<file path="config.mk">
export PLATFORM = sky130hd
export DESIGN_NAME = pgc_mesh_mapper
export DESIGN_NICKNAME = d
export VERILOG_FILES = /design/src/rtl/pgc_pkg.sv /design/src/rtl/pgc_map_state.sv /design/src/rtl/pgc_addr_scatter.sv /design/src/rtl/pgc_pair_logic.sv /design/src/rtl/pgc_mesh_mapper.sv
export SDC_FILE = /design/constraint.sdc
export NUM_CORES = 1
export LEC_CHECK = 0
export BUFFER_PORTS_ARGS = -buffer_cell sky130_fd_sc_hd__buf_2
export CELL_PAD_IN_SITES_DETAIL_PLACEMENT = 1
export CELL_PAD_IN_SITES_GLOBAL_PLACEMENT = 2
export CORE_UTILIZATION = 35
export DETAILED_ROUTE_END_ITERATION = 8
export GPL_TIMING_DRIVEN = 1
export PLACE_DENSITY_LB_ADDON = 0.1
export SKIP_LAST_GASP = 1
export SYNTH_ARGS = -nofsm -noshare
export SYNTH_HDL_FRONTEND = slang
export SYNTH_SLANG_ARGS = --single-unit
</file>
<file path="constraint.sdc">
create_clock -name clk -period 4.2 [get_ports clk]
set_input_delay 0 -clock clk [delete_from_list [all_inputs] [get_ports clk]]
set_output_delay 0 -clock clk [all_outputs]
set_load 0.1 [all_outputs]
</file>
<file path="src/rtl/pgc_pkg.sv">
package pgc_pkg;

    typedef enum logic [1:0] {
        CMD_IDLE   = 2'd0,
        CMD_DONE   = 2'd1,
        CMD_REJECT = 2'd2
    } cmd_status_e;

    // reflected Gray code of a value
    function automatic logic [31:0] refl_gray(input logic [31:0] v);
        return v ^ (v >> 1);
    endfunction

    // mask of the n lowest bits
    function automatic logic [31:0] low_mask(input int n);
        if (n >= 32) return '1;
        if (n <= 0)  return '0;
        return (32'd1 << n) - 32'd1;
    endfunction

endpackage

</file>
<file path="src/rtl/pgc_map_state.sv">
module pgc_map_state
    import pgc_pkg::*;
#(
    parameter int ORDER  = 4,
    parameter int X_EXP0 = 2,
    parameter int SW     = 2,
    parameter int LW     = 3
) (
    input  logic                  clk,
    input  logic                  rst,
    input  logic                  reconf_req,
    output logic [LW-1:0]         x_exp,
    output logic [ORDER*SW-1:0]   sig_flat,
    output cmd_status_e           status
);

    logic [SW-1:0] sig_q [ORDER];
    logic [SW-1:0] sig_d [ORDER];

    // rotated permutation: X section shifts down, old entry 0 heads the Y section
    always_comb begin
        for (int k = 0; k < ORDER; k++) begin
            if (k + 1 < int'(x_exp))
                sig_d[k] = sig_q[(k + 1) % ORDER];
            else if (k + 1 == int'(x_exp))
                sig_d[k] = sig_q[0];
            else
                sig_d[k] = sig_q[k];
        end
    end

    always_ff @(posedge clk) begin
        if (rst) begin
            x_exp  <= LW'(X_EXP0);
            status <= CMD_IDLE;
            for (int k = 0; k < ORDER; k++)
                sig_q[k] <= SW'((k + ORDER - X_EXP0) % ORDER);
        end else begin
            status <= CMD_IDLE;
            if (reconf_req) begin
                if (x_exp == '0) begin
                    status <= CMD_REJECT;
                end else begin
                    x_exp  <= x_exp - LW'(1);
                    status <= CMD_DONE;
                    for (int k = 0; k < ORDER; k++)
                        sig_q[k] <= sig_d[k];
                end
            end
        end
    end

    for (genvar g = 0; g < ORDER; g++) begin : g_flat
        assign sig_flat[g*SW +: SW] = sig_q[g];
    end

endmodule

</file>
<file path="src/rtl/pgc_addr_scatter.sv">
module pgc_addr_scatter
    import pgc_pkg::*;
#(
    parameter int ORDER = 4,
    parameter int SW    = 2,
    parameter int LW    = 3
) (
    input  logic [LW-1:0]       x_exp,
    input  logic [ORDER*SW-1:0] sig_flat,
    input  logic [ORDER-1:0]    ci,
    input  logic [ORDER-1:0]    cj,
    output logic [ORDER-1:0]    addr
);

    logic [ORDER-1:0] gi;
    logic [ORDER-1:0] gj;
    logic [ORDER-1:0] bitv;

    always_comb begin
        gi = ORDER'(refl_gray(32'(ci) & low_mask(int'(x_exp))));
        gj = ORDER'(refl_gray(32'(cj) & low_mask(ORDER - int'(x_exp))));
        addr = '0;
        for (int k = 0; k < ORDER; k++) begin
            if (k < int'(x_exp))
                bitv = ORDER'(gi[k]);
            else
                bitv = ORDER'((32'(gj) >> (k - int'(x_exp))) & 32'd1);
            addr = addr | (bitv << sig_flat[k*SW +: SW]);
        end
    end

endmodule

</file>
<file path="src/rtl/pgc_pair_logic.sv">
module pgc_pair_logic
    import pgc_pkg::*;
#(
    parameter int ORDER = 4,
    parameter int LW    = 3
) (
    input  logic [LW-1:0]    x_exp,
    input  logic [ORDER-1:0] ci,
    input  logic [ORDER-1:0] cj,
    output logic [ORDER-1:0] peer_i,
    output logic [ORDER-1:0] peer_j,
    output logic             send_high
);

    logic [ORDER-1:0] mi;
    logic [ORDER-1:0] mj;
    logic [ORDER-1:0] psum;

    always_comb begin
        mi   = ci & ORDER'(low_mask(int'(x_exp)));
        mj   = cj & ORDER'(low_mask(ORDER - int'(x_exp)));
        psum = mi + mj + (mj >> 1);
        send_high = psum[0];
        peer_i = mi;
        peer_j = (int'(x_exp) < ORDER) ? (mj ^ ORDER'(1)) : mj;
    end

endmodule

</file>
<file path="src/rtl/pgc_mesh_mapper.sv">
module pgc_mesh_mapper
    import pgc_pkg::*;
#(
    parameter int ORDER  = 4,
    parameter int X_EXP0 = ORDER / 2,
    localparam int SW    = (ORDER > 1) ? $clog2(ORDER) : 1,
    localparam int LW    = $clog2(ORDER + 1)
) (
    input  logic             clk,
    input  logic             rst,
    input  logic             reconf_req,
    input  logic [ORDER-1:0] q_i,
    input  logic [ORDER-1:0] q_j,
    output logic [ORDER-1:0] node_addr,
    output logic [ORDER-1:0] peer_addr,
    output logic             send_high,
    output logic [LW-1:0]    x_exp,
    output logic             reconf_done,
    output logic             reconf_err
);

    logic [ORDER*SW-1:0] sig_flat;
    cmd_status_e         status;
    logic [ORDER-1:0]    peer_i;
    logic [ORDER-1:0]    peer_j;

    pgc_map_state #(.ORDER(ORDER), .X_EXP0(X_EXP0), .SW(SW), .LW(LW)) u_state (
        .clk(clk), .rst(rst), .reconf_req(reconf_req),
        .x_exp(x_exp), .sig_flat(sig_flat), .status(status)
    );

    pgc_pair_logic #(.ORDER(ORDER), .LW(LW)) u_pair (
        .x_exp(x_exp), .ci(q_i), .cj(q_j),
        .peer_i(peer_i), .peer_j(peer_j), .send_high(send_high)
    );

    pgc_addr_scatter #(.ORDER(ORDER), .SW(SW), .LW(LW)) u_node (
        .x_exp(x_exp), .sig_flat(sig_flat), .ci(q_i), .cj(q_j), .addr(node_addr)
    );

    pgc_addr_scatter #(.ORDER(ORDER), .SW(SW), .LW(LW)) u_peer (
        .x_exp(x_exp), .sig_flat(sig_flat), .ci(peer_i), .cj(peer_j), .addr(peer_addr)
    );

    assign reconf_done = (status == CMD_DONE);
    assign reconf_err  = (status == CMD_REJECT);

endmodule

</file>
==> reports/qor.csv <==
metric,value,unit
Synth top area share,0.131,
Placer Congestion,0.855,
CP endpoint kind,output port,
Async SR Flop Fraction,0,
critical path capture point,node_addr[0],
Sink Count,13,
Chip Height,74.4,um
MaxCap Viol Count,0,
die width,74.4,um
drt total wl,5560,um
Hold Crit Depth,2,
Hold/Removal Path Class,input pin to register,
Mapped Cells,222,
f_max,0.249,GHz
crit path from,u_state.x_exp[1],
"non-filler cells, final",312,
worst r2r path cells,7,
CP Launch Type,register,
most frequent CP cell,ha_1,
drt drc,0,
Synth area leaders,"edfxtp_1 13%, ha_1 8.2%, dfxtp_1 5.5%",
Root Buffer,clkbuf_8,
First DRT Iteration DRCs,85,
largest stage delay on the critical path,0.42,ns
layout overhead on the synthesized area,21.1,%
critical-path cell list,inv_1 > ha_1 > ha_1 > nand2b_1 > or3_1 > ha_1 > nor4_2 > o211a_1 > xnor2_2 > a211oi_2 > and3_4 > a2111o_1 > buf_2,
CP arrival,4.01,ns
DRT antenna net count,0,
status,completed,
top_reg_cell synth,edfxtp_1,
Final Instance Area,2220,um^2
Synth top cells by count,"20 x nand2_1, 18 x nor2_1, 12 x ha_1",
fin util,0.455,
Post-Syn Area,1830,um^2
Initial Util,0.376,
Skew-Pair Late Insertion Delay,0.25,ns
largest net degree at the start of global routing,22,
dpl cells,303,
Synth area leader,edfxtp_1,
clock skew,0.00225,ns
FF-to-FF Start,u_state.x_exp[1],
Final period util,0.956,
CP Class,register to output port,
crit path max-delay cell type,dfxtp_4,
Syn Nets,245,
Yosys cell types,68,
DR vias/cell,5.88,
Diodes inserted,0,
CP Max Fanout,11,
fin. max-slew vios,0,
VDD IR max,0.251,mV
DP Area,2090,um^2
measured slew at the worst slew-check pin,0.737,ns
clk slew on worst S/H paths,0.05,ns
post-synthesis sequential area ratio,0.186,
initial antenna violation count,0,
first-pass GRT wire length,9270,um
average wire per standard cell,17.8,um
vias post-DR,1836,
Overflow after GRT,0,
cts bufs inserted,3,
Nets,269,
die area,5530,um^2
Worst slew margin,0.506,
Critical Path RT,4.20,ns
"flops & latches, synth",13,
drt first pass iters,4,
Reg-to-Reg End,u_state.sig_q[1][0],
PwrDens,601,nW/um^2
Lkg Pwr,0.000870,uW
clock tree from TritonCTS,built,
H-tree depth,1,
Hold Fails Final Rpt,0,
Post-synth EDFFs,8,
GRT Util Overall,0.217,
Filler Cell Count,607,
Synth Area per Inst,8.26,um^2
IO Pins,25,
YS warnings,0,
r2r setup slk,1.80,ns
hpwl dp,4480,um
Tmin final,4.01,ns
overall power,1340,uW
final setup fails,0,
core box area,4880,um^2
most numerous cell in the Yosys netlist,nand2_1,
Max Buffers Root-to-Sink,2,
vias in the first global route,1857,
row cnt,25,
share of cells above drive strength 1,0.253,
IO buf count,24,
-- flip-flops by register name, indices dropped and copies added (netlist names) --
register        count
u_state.x_exp       3
u_state.sig_q       8
u_state.status      2
-- cell usage in the layout (no fill, tap or decap), drive strengths merged, types with 3 or more instances in the layout --
cell type	synthesis	routed
a2111o	4	4
o211ai	3	3
buf	9	27
nor3	11	11
o21bai	3	3
mux2i	6	6
dfxtp	5	5
a21oi	6	6
o21a	4	4
and2	4	4
nor2	18	18
or3	3	3
o31ai	4	4
nand2	20	20
nand3	5	5
nor4	4	4
nor2b	9	9
nand3b	4	4
clkbuf	4	8
a32oi	3	3
nand4	3	3
nor3b	3	3
xnor2	7	7
or2	3	3
inv	8	8
nand2b	11	11
ha	12	12
edfxtp	8	8
o311ai	3	3
a211oi	3	3
xor2	3	3
-- critical path: cells and delay by family, from the launching register on --
| family | cells | cell delay (ns) |
|---|---|---|
| simple gates | 4 | 1.11 |
| fa+ha+maj | 3 | 0.85 |
| compound gates | 3 | 0.67 |
| buf+inv | 2 | 0.56 |
| flops | 1 | 0.42 |
| xor+xnor | 1 | 0.12 |
-- worst min-delay path by stage --
stage               start                end  slack, ns
5_1_grt               rst   u_state.x_exp[0]       0.08
2_1_floorplan         rst  u_state.status[0]       0.11
6_report              rst   u_state.x_exp[0]       0.06
3_5_place_dp   reconf_req  u_state.status[1]       0.25
4_1_cts               rst   u_state.x_exp[0]       0.06
3_3_place_gp   reconf_req  u_state.status[1]       0.25
-- per-stage QoR --
stage          setup slack (ns)  setup TNS (ns)  hold WS [ns]
6_report                  0.186               0        0.0571
5_1_grt                -0.00824        -0.00824        0.0833
4_1_cts                 0.00145               0        0.0576
3_5_place_dp              0.214               0         0.253
3_3_place_gp              0.392               0         0.252
2_1_floorplan            0.0202               0         0.114
-- layer usage --
| metal | global-route usage | share of wire |
|---|---|---|
| met2 | 0.362 | 0.47 |
| met4 | 0.0587 | 0.019 |
| met5 | 0 | 0 |
| met1 | 0.300 | 0.49 |
| met3 | 0.0190 | 0.018 |
-- logic make-up (layout without fill, tap and decap cells) --
family | count (synthesis) | count (layout) | share of synthesized area
flops | 13 | 13 | 0.186
xor+xnor | 10 | 10 | 0.0600
compound gates | 54 | 54 | 0.245
fa+ha+maj | 12 | 12 | 0.0819
simple gates | 105 | 105 | 0.335
buf+inv | 21 | 44 | 0.0539
mux | 7 | 7 | 0.0389
-- repair_timing --
action | CTS | global route
setup buffers | 0 | 4
endpoints found under the setup margin | 1 | 8
endpoints found under the hold margin | 1 | 0
pin swaps | 0 | 3
hold buffers | 1 | 0
gates resized for setup | 1 | 11
-- power breakdown --
group          leakage [uW]  internal (uW)  switching, uW
logic              0.000732            337            708
clock network     0.0000228           67.1           45.9
registers          0.000116            152           25.6
total              0.000870            556            779
-- layout make-up --
| cell class | count | area (um^2) | share of cell area |
|---|---|---|---|
| clock buffers | 4 | 45.0 | 0.0203 |
| inverters | 8 | 30.0 | 0.0135 |
| multi-input cells | 188 | 1480 | 0.666 |
| flip-flops and latches | 13 | 352 | 0.158 |
| well taps | 67 | 83.8 | 0.0377 |
| repair buffers | 32 | 233 | 0.105 |
Power figures use the tool's default switching activity.
